## src/rtl/lane_cmp_pkg.sv

```systemverilog
package lane_cmp_pkg;

  typedef enum logic [2:0] {
    MODE_EQ  = 3'd0,
    MODE_GTS = 3'd1,
    MODE_GTU = 3'd2,
    MODE_LTS = 3'd3,
    MODE_LTU = 3'd4
  } cmpMode_e;

  typedef struct packed {
    logic load;
    logic useEq;
    logic useGt;
    logic useLt;
    logic signedCmp;
    logic selOn;
  } ctrlStrobes_t;

endpackage

```

## src/rtl/lane_cmp_ctl.sv

```systemverilog
module lane_cmp_ctl
  import lane_cmp_pkg::*;
(
  input  logic         inValid,
  input  logic [2:0]   modeCode,
  input  logic         selEn,
  output ctrlStrobes_t strobes
);

  always_comb begin
    strobes = '0;
    strobes.load  = inValid;
    strobes.selOn = selEn;
    case (modeCode)
      MODE_EQ:  strobes.useEq = 1'b1;
      MODE_GTS: begin strobes.useGt = 1'b1; strobes.signedCmp = 1'b1; end
      MODE_GTU: strobes.useGt = 1'b1;
      MODE_LTS: begin strobes.useLt = 1'b1; strobes.signedCmp = 1'b1; end
      MODE_LTU: strobes.useLt = 1'b1;
      default:  ;
    endcase
  end

endmodule

```

## src/rtl/lane_cmp_dp.sv

```systemverilog
module lane_cmp_dp
  import lane_cmp_pkg::*;
#(
  parameter int LANE_W = 32
) (
  input  logic                  clk,
  input  logic                  rstN,
  input  ctrlStrobes_t          strobes,
  input  logic [2*LANE_W-1:0]   opA,
  input  logic [2*LANE_W-1:0]   opB,
  input  logic [3:0]            condIn,
  output logic                  outValid,
  output logic [3:0]            condOut,
  output logic [2*LANE_W-1:0]   selOut
);

  localparam int LANES  = 2;
  localparam int DATA_W = LANES * LANE_W;

  logic [LANES-1:0]  laneHit;
  logic [DATA_W-1:0] selNext;
  logic [3:0]        condNext;

  for (genvar g = 0; g < LANES; g++) begin : gLane
    logic [LANE_W-1:0] aLane, bLane;
    logic              isEq, aGtB, aLtB;
    logic              topDiffer;

    assign aLane = opA[g*LANE_W +: LANE_W];
    assign bLane = opB[g*LANE_W +: LANE_W];

    // When the top bits differ, the signed reading inverts the unsigned order.
    assign topDiffer = aLane[LANE_W-1] ^ bLane[LANE_W-1];
    assign isEq      = (aLane == bLane);
    assign aGtB      = (aLane > bLane) ^ (strobes.signedCmp & topDiffer);
    assign aLtB      = (aLane < bLane) ^ (strobes.signedCmp & topDiffer);

    assign laneHit[g] = (strobes.useEq & isEq) |
                        (strobes.useGt & aGtB) |
                        (strobes.useLt & aLtB);

    // condIn bit 2 steers lane 0, bit 3 steers lane 1
    assign selNext[g*LANE_W +: LANE_W] =
        !strobes.selOn   ? '0    :
        condIn[2+g]      ? aLane : bLane;
  end

  assign condNext = {laneHit[1], laneHit[0],
                     laneHit[1] | laneHit[0],
                     laneHit[1] & laneHit[0]};

  always_ff @(posedge clk) begin
    if (!rstN) begin
      outValid <= 1'b0;
      condOut  <= '0;
      selOut   <= '0;
    end else begin
      outValid <= strobes.load;
      if (strobes.load) begin
        condOut <= condNext;
        selOut  <= selNext;
      end
    end
  end

endmodule

```

## src/rtl/lane_cmp_sel.sv

```systemverilog
module lane_cmp_sel
  import lane_cmp_pkg::*;
#(
  parameter int LANE_W = 32
) (
  input  logic                clk,
  input  logic                rstN,
  input  logic                inValid,
  input  logic [2*LANE_W-1:0] opA,
  input  logic [2*LANE_W-1:0] opB,
  input  logic [2:0]          modeCode,
  input  logic                selEn,
  input  logic [3:0]          condIn,
  output logic                outValid,
  output logic [3:0]          condOut,
  output logic [2*LANE_W-1:0] selOut
);

  ctrlStrobes_t strobes;

  lane_cmp_ctl u_ctl (
    .inValid (inValid),
    .modeCode(modeCode),
    .selEn   (selEn),
    .strobes (strobes)
  );

  lane_cmp_dp #(.LANE_W(LANE_W)) u_dp (
    .clk     (clk),
    .rstN    (rstN),
    .strobes (strobes),
    .opA     (opA),
    .opB     (opB),
    .condIn  (condIn),
    .outValid(outValid),
    .condOut (condOut),
    .selOut  (selOut)
  );

endmodule

```

## config.mk

```make
export PLATFORM = sky130hd
export DESIGN_NAME = lane_cmp_sel
export DESIGN_NICKNAME = d
export VERILOG_FILES = /design/src/rtl/lane_cmp_pkg.sv /design/src/rtl/lane_cmp_ctl.sv /design/src/rtl/lane_cmp_dp.sv /design/src/rtl/lane_cmp_sel.sv
export SDC_FILE = /design/constraint.sdc
export NUM_CORES = 1
export LEC_CHECK = 0
export BUFFER_PORTS_ARGS = -buffer_cell sky130_fd_sc_hd__buf_2
export CAP_MARGIN = 0
export CORE_ASPECT_RATIO = 1.1
export CORE_MARGIN = 5
export CORE_UTILIZATION = 49
export CTS_CLUSTER_DIAMETER = 50
export DETAILED_ROUTE_END_ITERATION = 6
export PLACE_DENSITY = 0.9
export SETUP_SLACK_MARGIN = 0.4
export SYNTH_ARGS = -nofsm -noshare
export SYNTH_HDL_FRONTEND = slang
export SYNTH_SLANG_ARGS = --single-unit
```

## constraint.sdc

```tcl
create_clock -name clk -period 2.8 [get_ports clk]
set_clock_uncertainty 0.1 [all_clocks]
set_input_delay 0.14 -clock clk [delete_from_list [all_inputs] [get_ports clk]]
set_output_delay 0.14 -clock clk [all_outputs]
set_load 0.01 [all_outputs]
```

## Yosys cells after proc, flatten, opt, wreduce, memory -nomap -nowiden

Index checks and enable logic that the tools add are counted.

- Register bits: 69
- Logic and storage cells: 45

- $lt $le $gt $ge: 4
- Eq/ne operators: 6
- Multiplexer cells: 8
- Bitwise operators: 20
- Reduce and logical (&&, ||, !) cells: 4

Operators with widths:

| operator | count |
|---|---|
| $mux W32 | 4 |
| $eq A32 B32 Y1 | 2 |
| $gt A32 B32 Y1 | 2 |
| $lt A32 B32 Y1 | 2 |
| $and A1 B1 Y1 | 9 |
| $eq A3 B2 Y1 const B | 2 |
| $reduce_or A2 Y1 | 3 |
| $xor A1 B1 Y1 | 6 |
| $or A1 B1 Y1 | 5 |
| $mux W1 | 4 |
| $eq A3 B1 Y1 const B | 1 |
| $eq A3 B3 Y1 const B | 1 |
| $logic_not A3 Y1 | 1 |

## Depth between registers and ports, before layout

Gate-level depths: netlist of run 1.

- Depth in word-level cells: 9
- Mapped depth: 10
- Mapped depth without buffers: 10

## Modules after synthesis

From an unflattened synthesis of run 1, not the netlist that was laid out.

- Cells, all modules: 628
- Area, all modules: 4818.4 µm²

Modules (own cells, without submodules):

| module | instances | cells each | area each (µm²) | seq. area each (µm²) |
|---|---|---|---|---|
| lane_cmp_dp | 1 | 619 | 4763.3 | 1381.3 |
| lane_cmp_ctl | 1 | 9 | 55.1 | 0.0 |

## Worst setup path after synthesis of run 1

No wires, ideal clock.

- Path kind: input port to flip-flop
- Start point: input opB[13]
- End point: register u_dp.condOut[1]
- Library setup time: 130 ps
- Data arrival time: 2152 ps
- Path slack: 418 ps
- Stages: 10
- Path buffers: 0
- Cell sequence: inv_1 > ha_1 > nand4_2 > or4_4 > a21o_1 > a31oi_1 > nor2_1 > mux2_4 > nor3_2 > a31oi_1

- Word-level cells in the longest chain between the ends: 6
- Elaborated cells on any way between the ends: 11

Ends and longest elaborated chain:

| what | line | RTL |
|---|---|---|
| from (decl) | lane_cmp_sel.sv:10 | `input logic [2*LANE_W-1:0] opB,` |
| $gt A32 B32 Y1 | lane_cmp_dp.sv:35 | `assign aGtB = (aLane > bLane) ^ (strobes.signedCmp & topDiffer);` |
| $xor A1 B1 Y1 | lane_cmp_dp.sv:35 |  |
| $and A1 B1 Y1 | lane_cmp_dp.sv:39 | `(strobes.useGt & aGtB) \|` |
| $or A1 B1 Y1 | lane_cmp_dp.sv:38 | `assign laneHit[g] = (strobes.useEq & isEq) \|` |
| $or A1 B1 Y1 * | lane_cmp_dp.sv:39 |  |
| $or A1 B1 Y1 * | lane_cmp_dp.sv:49 | `laneHit[1] \| laneHit[0],` |
| to (signal assigned) | lane_cmp_dp.sv:60 | `condOut <= condNext;` |
| to (decl) | lane_cmp_dp.sv:13 | `output logic [3:0] condOut,` |

Mark *: on every way between the ends. The rest lies on a longest branch, timed or not.
A chain may end at the register's enable or synchronous reset.

## Worst setup path after layout of run 1

- Start point: input opB[13]
- End point: register u_dp.condOut[2]

- Word-level cells in the longest chain between the ends: 5
- Elaborated cells on any way between the ends: 10

Ends and longest elaborated chain:

| what | line |
|---|---|
| $gt A32 B32 Y1 | lane_cmp_dp.sv:35 |
| $xor A1 B1 Y1 | lane_cmp_dp.sv:35 |
| $and A1 B1 Y1 | lane_cmp_dp.sv:39 |
| $or A1 B1 Y1 | lane_cmp_dp.sv:38 |
| $or A1 B1 Y1 * | lane_cmp_dp.sv:39 |

Marks and branches as above.

==> results.md, run 1 <==
Status
* run status: completed

Timing
* total negative slack for setup checks: 0 ns
* post-route minimum period: 2.35 ns
* final-layout worst hold slack: 0.0321 ns
* portion of the clock cycle consumed by the worst path in the final layout: 0.839
* worst setup margin: 0.451 ns
* count of pins over their slew limit: 0
* headroom to the max-slew limit: 0.364
* maximum clock frequency: 426 MHz
* final number of setup-violating endpoints: 0
* RSZ-0062 raised after global routing: true
* final hold vios: 0
* slew at the pin closest to its max-slew limit: 0.954 ns

Place
* placed cells: 926
* PortBufs: 205
* dpl ws: 0.0497 ns
* total cell area at the placement stage: 5980 µm²
* post-detailed-placement half-perimeter wirelength: 11.3 mm
* Final Wtd Congestion: 0.846

Critical path
* Crit-path slowest cell: sky130_fd_sc_hd__or4_4
* data required time at the worst endpoint: 2.90 ns
* setup slack on the worst flop-to-flop path: 1.95 ns
* critical path startpoint category: input port
* Register-to-Register Path Depth: 2
* maximum fanout along the worst path: 3
* critical path class: in -> reg
* endpoint of the worst-slack reg-to-reg timing path: u_dp.condOut[2]$_SDFFE_PN0P_
* launching point of the worst reg2reg path: u_dp.condOut[2]$_SDFFE_PN0P_
* CP cell instances: buf_2 -> inv_1 -> ha_1 -> nand4_2 -> or4_4 -> a21o_1 -> a31oi_2 -> nor2_1 -> mux2_4 -> nor3_4 -> a211oi_1
* CP endpoint kind: flip-flop
* CP max stage delay: 0.56 ns
* data arrival time of the worst path: 2.45 ns

Global routing
* vias in the first global route: 5207
* largest net degree at the start of global routing: 41
* gr usage total: 0.237
* antenna violations before repair: 0
* global-route wire length before repair: 23.5 mm
* remaining global-route overflow: 0

Final layout
* Reg area: 1380 µm²
* share of layout cells above drive strength 1: 0.294
* share of the core filled with cells: 0.635
* Final Net Count: 1021
* final cell count without fillers: 942
* post-route cell area: 6190 µm²
* top library cells by usage in the layout, fill and taps aside: sky130_fd_sc_hd__buf_2 (205), sky130_fd_sc_hd__nor2_1 (137), sky130_fd_sc_hd__a21oi_1 (85)
* area taken by multi-input logic gates: 3100 µm²
* area growth from synthesis to final layout: 27.9%
* most common cell after layout, fill and taps aside: sky130_fd_sc_hd__buf_2
* diode count: 0
* number of filler instances in the final layout: 861

Worst hold path
* Hold/Removal Path Class: in -> reg
* hold path startpoint: inValid
* Worst Hold Endpoint: u_dp.condOut[3]$_SDFFE_PN0P_
* number of cells on the worst hold path: 2

Clocking
* worst-skew pair later-pin latency: 0.34 ns
* H-tree level count: 3
* Root Driver: sky130_fd_sc_hd__clkbuf_8
* clock net sink count: 69
* Clock Path Buffers: 2
* Num CTS Buffers: 9
* clock transition at the registers of the reported paths: 0.07 ns
* CTS tree: yes

Route
* number of DRC violations after detailed-routing iteration 0: 199
* DRC violations left: 0
* Total Wirelength: 14.1 mm
* via count: 5071
* per-cell routed wire length: 15.0 µm
* number of nets with antenna violations after detailed routing: 0
* iteration count of the initial detailed-routing pass: 4
* via density per instance: 5.38

Floorplanning
* DIE AREA: 12000 µm²
* number of standard-cell rows in the floorplan: 38
* Initial Util: 0.497
* core region area: 9750 µm²
* width of the die: 105 µm
* number of primary I/O pins: 208
* Die H: 114 µm

Synthesis
* number of register bits inferred by synthesis: 69
* complex-gate fraction of the synthesized area: 0.139
* top area cells in the synthesized netlist: sky130_fd_sc_hd__dfxtp_1 (29%), sky130_fd_sc_hd__ha_1 (17%), sky130_fd_sc_hd__mux2i_1 (14%)
* gate count after technology mapping: 624
* combinational family with the most area after synthesis: simple AND/OR/NAND/NOR gates
* Post-Syn Area per Cell: 7.76 µm²
* top-area cell type share of the netlist area: 0.285
* cell taking the most area after synthesis: sky130_fd_sc_hd__dfxtp_1
* number of distinct library cells after synthesis: 43
* syn_nets: 827
* fraction of synthesized area in multiplexers: 0.140
* Yosys warning total: 0
* XOR/XNOR share of the synthesized area: 0
* number of flops mapped to enable cells by yosys: 0
* async set or reset register ratio after synthesis: 0
* area share of fa/ha/maj cells after synthesis: 0.165
* Main synth FF type: sky130_fd_sc_hd__dfxtp_1
* share of the yosys chip area belonging to registers: 0.285
* cell area after technology mapping: 4840 µm²
* Simple-Gate Fraction of Synth Area: 0.190

Job
* maximum capacitance violations: 0

Pwr
* overall power: 2.45 mW
* standby leakage power: 3.46 nW
* worst-case vdd ir drop: 0.299 mV
* power per unit of standard cell area: 395 nW/µm²

-- per-layer routing --
layer	GRT usage	share of wire	up-vias
li1	-	-	2518
met1	0.260	0.39	2312
met2	0.410	0.49	184
met3	0.0643	0.066	57
met4	0.136	0.047	0
met5	0	0	-
-- layout make-up --
class	instances	share of cell area
flip-flops and latches	69	0.223
clock inverters	1	0.000808
clock buffers	14	0.0279
multi-input cells	454	0.501
repair buffers	214	0.181
inverters	70	0.0424
well taps	120	0.0242
-- repair_timing --
action / CTS / global route
buffers inserted: 0 / 0
hold buffers: 1 / 0
setup endpoints to repair: 0 / 4
hold endpoints to repair: 2 / 0
resized for setup: 0 / 5
-- cell usage after synthesis, drive strengths merged (3+ instances only) --
cell type  instances
a211oi             3
a21o               9
a21oi             85
a221oi             3
buf                8
clkbuf            23
dfxtp             69
ha                64
inv               70
mux2i             66
nand2             18
nand3              9
nand4             14
nor2             138
nor3               6
o211ai             5
o21ai              7
or3                5
-- where the power goes --
part,internal (mW),switching [mW]
sequential,1.03,0.0208
clock,0.389,0.354
combinational,0.298,0.363
-- worst max-delay path, delay by kind of cell --
| family | cells | cell delay [ns] |
|---|---|---|
| AO/OA/AOI/OAI | 3 | 0.50 |
| AND/OR/NAND/NOR | 4 | 1.05 |
| buffers and inverters | 2 | 0.13 |
| multiplexers | 1 | 0.33 |
| adder cells (fa/ha/maj) | 1 | 0.30 |
-- registers in the layout, indices dropped and copies added (netlist names) --
signal,flops
u_dp.selOut,64
u_dp.condOut,4
u_dp.outValid,1
-- cells by family after synthesis --
group / count (synthesis)
AND/OR/NAND/NOR: 204
adder cells (fa/ha/maj): 64
buffers and inverters: 101
flip-flops: 69
multiplexers: 67
AO/OA/AOI/OAI: 119
-- worst max path at each step --
stage                  from                      endpoint  depth (start not counted)
floorplan           opB[13]  u_dp.condOut[1]$_SDFFE_PN0P_                         10
global placement    opA[57]  u_dp.condOut[3]$_SDFFE_PN0P_                         10
detailed placement  opB[14]  u_dp.condOut[2]$_SDFFE_PN0P_                         11
CTS                 opB[13]  u_dp.condOut[2]$_SDFFE_PN0P_                         11
global route        opB[13]  u_dp.condOut[2]$_SDFFE_PN0P_                         11
finish              opB[13]  u_dp.condOut[2]$_SDFFE_PN0P_                         11
Power figures use the tool's default switching activity.
==> run 2, diff against run 1 <==
--- a/config.mk
+++ b/config.mk
@@ -5,14 +5,15 @@
 export SDC_FILE = /design/constraint.sdc
 export NUM_CORES = 1
 export LEC_CHECK = 0
+export ABC_AREA = 1
 export BUFFER_PORTS_ARGS = -buffer_cell sky130_fd_sc_hd__buf_2
 export CAP_MARGIN = 0
 export CORE_ASPECT_RATIO = 1.1
 export CORE_MARGIN = 5
-export CORE_UTILIZATION = 49
+export CORE_UTILIZATION = 48
 export CTS_CLUSTER_DIAMETER = 50
 export DETAILED_ROUTE_END_ITERATION = 6
-export PLACE_DENSITY = 0.9
+export PLACE_DENSITY = 0.89
 export SETUP_SLACK_MARGIN = 0.4
 export SYNTH_ARGS = -nofsm -noshare
 export SYNTH_HDL_FRONTEND = slang
==> constraint.sdc (replaced) <==
create_clock -name clk -period 2.3 [get_ports clk]
set_clock_uncertainty 0.1 [all_clocks]
set_input_delay 0.115 -clock clk [delete_from_list [all_inputs] [get_ports clk]]
set_output_delay 0.115 -clock clk [all_outputs]
set_load 0.01 [all_outputs]
==> run 2 against run 1 <==
  * Power increased by 25%
  * Worst hold slack worse by 0.019 ns
  * Largest power group unchanged
  * Combinational power increased by 32%
  * Critical path type unchanged
  * Setup slack better by 0.15 ns
  * Critical endpoint is now u_dp.selOut[43]$_SDFFE_PN0P_
  * Synthesized area shrank 2.8%
==> results.md, run 2 <==
Floorplanning
* number of standard-cell rows in the floorplan: 38
* Die H: 114 µm
* Initial Util: 0.483
* DIE AREA: 11900 µm²
* width of the die: 104 µm
* core region area: 9750 µm²
* number of primary I/O pins: 208

Final layout
* post-route cell area: 6710 µm²
* Final Net Count: 1135
* area growth from synthesis to final layout: 42.5%
* final cell count without fillers: 1057
* flip-flop count of the largest register, all copies and words added: 64
* top register by number of flip-flops: u_dp.selOut
* number of filler instances in the final layout: 813
* most common cell after layout, fill and taps aside: sky130_fd_sc_hd__buf_2
* share of layout cells above drive strength 1: 0.286
* top flop regs: u_dp.selOut: 64 flops, u_dp.condOut: 4 flops, u_dp.outValid: 1 flops
* diode count: 0
* top library cells by usage in the layout, fill and taps aside: sky130_fd_sc_hd__buf_2 (205), sky130_fd_sc_hd__a21oi_1 (157), sky130_fd_sc_hd__nand2_1 (136)

Route
* via count: 5488
* Total Wirelength: 15.4 mm
* iteration count of the initial detailed-routing pass: 5
* via density per instance: 5.19
* number of DRC violations after detailed-routing iteration 0: 284
* number of nets with antenna violations after detailed routing: 0
* per-cell routed wire length: 14.5 µm
* DRC violations left: 0

Place
* Final Wtd Congestion: 0.835
* PortBufs: 205
* placed cells: 981
* dpl ws: 0.391 ns
* total cell area at the placement stage: 5860 µm²
* post-detailed-placement half-perimeter wirelength: 10.7 mm

Clocking
* H-tree level count: 3
* CTS tree: yes
* Num CTS Buffers: 9
* worst-skew pair later-pin latency: 0.33 ns
* clock net sink count: 69
* clock transition at the registers of the reported paths: 0.08 ns
* Root Driver: sky130_fd_sc_hd__clkbuf_8
* Clock Path Buffers: 2

Synthesis
* top-area cell type share of the netlist area: 0.293
* Post-Syn Area per Cell: 6.91 µm²
* most common cell in the synthesized netlist: sky130_fd_sc_hd__a21oi_1
* gate count after technology mapping: 681
* syn_nets: 884
* top area cells in the synthesized netlist: sky130_fd_sc_hd__dfxtp_1 (29%), sky130_fd_sc_hd__ha_1 (17%), sky130_fd_sc_hd__a21oi_1 (17%)
* number of flops mapped to enable cells by yosys: 0
* cell taking the most area after synthesis: sky130_fd_sc_hd__dfxtp_1
* Yosys warning total: 0
* top cell types by occurrence after synthesis: sky130_fd_sc_hd__a21oi_1 (157), sky130_fd_sc_hd__nand2_1 (147), sky130_fd_sc_hd__inv_1 (85), sky130_fd_sc_hd__dfxtp_1 (69), sky130_fd_sc_hd__o21ai_0 (65)
* number of register bits inferred by synthesis: 69
* cell area after technology mapping: 4710 µm²
* number of distinct library cells after synthesis: 26
* async set or reset register ratio after synthesis: 0
* share of the yosys chip area belonging to registers: 0.293
* Main synth FF type: sky130_fd_sc_hd__dfxtp_1

Critical path
* Bufs and invs on worst path: 3
* data required time at the worst endpoint: 2.40 ns
* maximum fanout along the worst path: 28
* Crit-path slowest cell: sky130_fd_sc_hd__dlygate4sd3_1
* CP max stage delay: 0.53 ns
* critical path startpoint category: input port
* CP delay by family, top: buffers and inverters
* setup slack on the worst flop-to-flop path: 1.51 ns
* start point of the critical path: inValid
* data arrival time of the worst path: 1.80 ns
* endpoint of the worst-slack reg-to-reg timing path: u_dp.selOut[59]$_SDFFE_PN0P_
* launching point of the worst reg2reg path: u_dp.selOut[59]$_SDFFE_PN0P_
* Register-to-Register Path Depth: 2
* critical path class: in -> reg
* CP endpoint kind: flip-flop
* most frequent cell on the critical path: sky130_fd_sc_hd__a21oi_1
* CP cell instances: dlygate4sd3_1 -> buf_2 -> nand2_4 -> buf_4 -> a21oi_1 -> o21ai_0 -> a21oi_1

Timing
* post-route minimum period: 1.70 ns
* final number of setup-violating endpoints: 0
* final hold vios: 0
* portion of the clock cycle consumed by the worst path in the final layout: 0.737
* count of pins over their slew limit: 0
* RSZ-0062 raised after global routing: false
* total negative slack for setup checks: 0 ns
* maximum clock frequency: 590 MHz
* worst setup margin: 0.604 ns
* headroom to the max-slew limit: 0.545
* slew at the pin closest to its max-slew limit: 0.682 ns

Global routing
* largest net degree at the start of global routing: 63
* remaining global-route overflow: 0
* gr usage total: 0.248
* vias in the first global route: 5499
* global-route wire length before repair: 24.6 mm
* antenna violations before repair: 0

Pwr
* standby leakage power: 3.53 nW
* power per unit of standard cell area: 457 nW/µm²
* overall power: 3.07 mW
* worst-case vdd ir drop: 0.256 mV

Worst hold path
* Hold/Removal Path Class: in -> reg
* number of cells on the worst hold path: 3
* hold path startpoint: opA[7]
* Worst Hold Endpoint: u_dp.selOut[7]$_SDFFE_PN0P_

Job
* maximum capacitance violations: 0

Status
* run status: completed

## run 2: cell types whose count changed in the layout (fill, tap and decap cells not counted), moves of 7 or more
cell,change
sky130_fd_sc_hd__nand2_2,+13
sky130_fd_sc_hd__nand4_1,-11
sky130_fd_sc_hd__mux2i_1,-66
sky130_fd_sc_hd__o21ai_0,+61
sky130_fd_sc_hd__nand3_2,+7
sky130_fd_sc_hd__nand2_1,+120
sky130_fd_sc_hd__a21oi_1,+72
sky130_fd_sc_hd__inv_1,+14
sky130_fd_sc_hd__dlygate4sd3_1,+55
sky130_fd_sc_hd__nor2_1,-124
sky130_fd_sc_hd__a21o_1,-8
## run 2: worst max path at each step
stage	slack, ns	cells after the start	end
floorplan	0.69	13	u_dp.condOut[1]$_SDFFE_PN0P_
global placement	0.43	18	u_dp.condOut[1]$_SDFFE_PN0P_
detailed placement	0.39	14	u_dp.condOut[1]$_SDFFE_PN0P_
CTS	0.41	21	u_dp.condOut[1]$_SDFFE_PN0P_
global route	0.54	7	u_dp.selOut[50]$_SDFFE_PN0P_
finish	0.60	7	u_dp.selOut[43]$_SDFFE_PN0P_
## run 2: logic make-up after synthesis
group / count (synthesis) / synth area share
AOI/OAI and AO/OA: 235 / 0.257
adders and majority gates: 64 / 0.170
buffers and inverters: 120 / 0.0959
DFF: 69 / 0.293
and+or+nand+nor: 193 / 0.183
## run 2: layer usage
layer,wire (µm),GRT usage,up-vias
li1,-,-,2786
met1,6150,0.276,2469
met2,7670,0.445,209
met3,1220,0.0719,24
met4,331,0.0976,0
met5,0,0,-
## run 2: area by class of cell
type | count | area, µm² | share of cell area
clock inverter | 1 | 5.00 | 0.000746
tap | 120 | 150 | 0.0224
clock buffer | 15 | 166 | 0.0248
timing repair buffer | 272 | 1720 | 0.257
inverter | 88 | 330 | 0.0492
multi-input combinational | 492 | 2960 | 0.440
sequential | 69 | 1380 | 0.206
## run 2: timing repair
item,in CTS,in global routing
endpoints found under the setup margin,0,21
endpoints found under the hold margin,59,0
hold buffers,59,0
gates resized for setup,0,25
buffers inserted,0,1
## run 2: worst min-delay path, delay by kind of cell
kind	cells	cell delay (ns)
buf+inv	1	0.09
compound gates	2	0.21
## run 2: stage by stage
step	hold slack, ns	utilization
2_1_floorplan	0.108	-
3_3_place_gp	0.258	0.601
3_5_place_dp	0.273	0.601
4_1_cts	0.000155	0.679
5_1_grt	0.0197	0.688
6_report	0.0130	0.688
## run 2: power breakdown
group	internal, mW	switching [mW]
Sequential	1.25	0.0272
Combinational	0.394	0.477
Clock	0.452	0.467
Total	2.10	0.971
==> run 3, diff against run 2 <==
--- a/config.mk
+++ b/config.mk
@@ -10,10 +10,10 @@
 export CAP_MARGIN = 0
 export CORE_ASPECT_RATIO = 1.1
 export CORE_MARGIN = 5
-export CORE_UTILIZATION = 48
+export CORE_UTILIZATION = 44
 export CTS_CLUSTER_DIAMETER = 50
 export DETAILED_ROUTE_END_ITERATION = 6
-export PLACE_DENSITY = 0.89
+export PLACE_DENSITY = 0.86
 export SETUP_SLACK_MARGIN = 0.4
 export SYNTH_ARGS = -nofsm -noshare
 export SYNTH_HDL_FRONTEND = slang
==> constraint.sdc (replaced) <==
create_clock -name clk -period 1.4 [get_ports clk]
set_clock_uncertainty 0.1 [all_clocks]
set_input_delay 0.07 -clock clk [delete_from_list [all_inputs] [get_ports clk]]
set_output_delay 0.07 -clock clk [all_outputs]
set_load 0.01 [all_outputs]
==> run 3 against run 2 <==
  * The run now ends with negative hold slack, negative setup slack left
  * Setup slack got worse by 0.69 ns
  * Combinational power increased by 140%
  * Critical path depth grew 7
  * Power up 120%
==> results.md, run 3 (synthesis gave the netlist of run 2 again) <==
Clocking
* clock net sink count: 69
* Clock Path Buffers: 2
* H-tree level count: 3
* Num CTS Buffers: 9
* CTS tree: yes
* clock transition at the registers of the reported paths: 0.06 ns
* Root Driver: sky130_fd_sc_hd__clkbuf_16
* worst-skew pair later-pin latency: 0.33 ns

Place
* PortBufs: 205
* post-detailed-placement half-perimeter wirelength: 12.0 mm
* Final Wtd Congestion: 0.815
* placed cells: 1022

Route
* DRC violations left: 0
* number of nets with antenna violations after detailed routing: 0
* Total Wirelength: 19.7 mm
* per-cell routed wire length: 18.0 µm
* number of DRC violations after detailed-routing iteration 0: 440
* via density per instance: 5.45
* iteration count of the initial detailed-routing pass: 5
* via count: 5983

Final layout
* top library cells by usage in the layout, fill and taps aside: sky130_fd_sc_hd__buf_2 (161), sky130_fd_sc_hd__a21oi_1 (136), sky130_fd_sc_hd__nand2_1 (103)
* number of filler instances in the final layout: 652
* diode count: 0
* final cell count without fillers: 1097
* top register by number of flip-flops: u_dp.selOut
* Reg area: 1410 µm²
* area growth from synthesis to final layout: 77.7%
* most common cell after layout, fill and taps aside: sky130_fd_sc_hd__buf_2
* share of layout cells above drive strength 1: 0.523
* Final Net Count: 1152
* flip-flop count of the largest register, all copies and words added: 64
* top flop regs: u_dp.selOut: 64 flops, u_dp.condOut: 4 flops, u_dp.outValid: 1 flops
* area taken by multi-input logic gates: 3980 µm²

Timing
* RSZ-0062 raised after global routing: true
* slew at the pin closest to its max-slew limit: 0.345 ns
* worst setup margin: -0.0827 ns
* final-layout worst hold slack: -0.112 ns
* portion of the clock cycle consumed by the worst path in the final layout: 1.06
* final hold vios: 4
* headroom to the max-slew limit: 0.770
* maximum clock frequency: 674 MHz
* final number of setup-violating endpoints: 3
* post-route minimum period: 1.48 ns
* count of pins over their slew limit: 0

Floorplanning
* DIE AREA: 12900 µm²
* number of primary I/O pins: 208
* width of the die: 109 µm
* Initial Util: 0.451
* Die H: 118 µm
* number of standard-cell rows in the floorplan: 39
* core region area: 10400 µm²

Critical path
* CP max stage delay: 0.24 ns
* CP delay by family, top: simple AND/OR/NAND/NOR gates
* critical path startpoint category: input port
* critical path class: in -> reg
* CP cell instances: buf_2 -> ha_4 -> a21oi_1 -> o21ai_0 -> nand2_1 -> nand2_1 -> a21oi_4 -> nand3_1 -> nand3_2 -> nand3_2 -> nand2_2 -> nand3_2 -> nand2_1 -> inv_1
* Crit-path slowest cell: sky130_fd_sc_hd__ha_4
* data arrival time of the worst path: 1.62 ns
* CP endpoint kind: flip-flop
* maximum fanout along the worst path: 3
* Bufs and invs on worst path: 2
* setup slack on the worst flop-to-flop path: 0.58 ns
* data required time at the worst endpoint: 1.53 ns

Pwr
* worst-case vdd ir drop: 0.636 mV
* power per unit of standard cell area: 815 nW/µm²
* standby leakage power: 3.83 nW

Global routing
* largest net degree at the start of global routing: 50
* global-route wire length before repair: 28.7 mm
* remaining global-route overflow: 0
* vias in the first global route: 6027
* antenna violations before repair: 0
* gr usage total: 0.279

Status
* failing checks: negative hold slack, negative setup slack
* run status: finished with violations

Worst hold path
* Hold/Removal Path Class: in -> reg

Job
* maximum capacitance violations: 0

run 3: path summary, 6_finish.rpt:
path / startpoint / to / cells past startpoint
max: opA[27] / u_dp.condOut[1]$_SDFFE_PN0P_ / 14
min: rstN / u_dp.condOut[1]$_SDFFE_PN0P_ / 3
max reg2reg: u_dp.selOut[9]$_SDFFE_PN0P_ / u_dp.selOut[9]$_SDFFE_PN0P_ / 2
min reg2reg: u_dp.selOut[60]$_SDFFE_PN0P_ / u_dp.selOut[60]$_SDFFE_PN0P_ / 2
run 3: final cells by class:
type | count | area share
clock buffers | 12 | 0.0307
clock inverters | 4 | 0.00837
inverters | 88 | 0.0472
multi-input cells | 492 | 0.475
flip-flops and latches | 69 | 0.169
well taps | 143 | 0.0214
repair buffers | 289 | 0.249
run 3: layer usage:
metal	vias to the layer above	track usage	part of all wire
met5	-	0	0
met4	0	0.158	0.055
met3	89	0.0845	0.085
met2	312	0.495	0.51
met1	2769	0.287	0.35
li1	2813	-	-
run 3: worst min-delay path, cell delays in order:
cell and delay (ns):
sky130_fd_sc_hd__buf_2 0.13, sky130_fd_sc_hd__nand2_1 0.06, sky130_fd_sc_hd__inv_1 0.04
run 3: stage by stage:
step	worst slack, ns	TNS, ns	total power [mW]	utilization	instance area (µm²)
2_1_floorplan	-0.114	-0.271	3.00	-	5190
3_3_place_gp	-0.436	-1.51	3.58	0.623	6500
3_5_place_dp	-0.510	-1.77	3.62	0.623	6500
4_1_cts	0.0181	0	6.56	0.766	8000
5_1_grt	-0.192	-0.501	7.11	0.801	8370
6_report	-0.0827	-0.177	6.82	0.801	8370
run 3: what timing repair did:
| action | 4_1_cts | 5_1_grt |
|---|---|---|
| gates resized for setup | 133 | 100 |
| pin swaps | 63 | 43 |
| setup buffers | 5 | 4 |
| hold buffers | 49 | 1 |
| endpoints found under the setup margin | 10 | 35 |
| endpoints found under the hold margin | 49 | 2 |
run 3: power breakdown:
part	switching [mW]	internal (mW)	leakage [nW]	total, mW
sequential	0.0519	2.06	0.574	2.12
clock	0.930	1.65	0.163	2.58
combinational	1.10	1.02	3.10	2.12
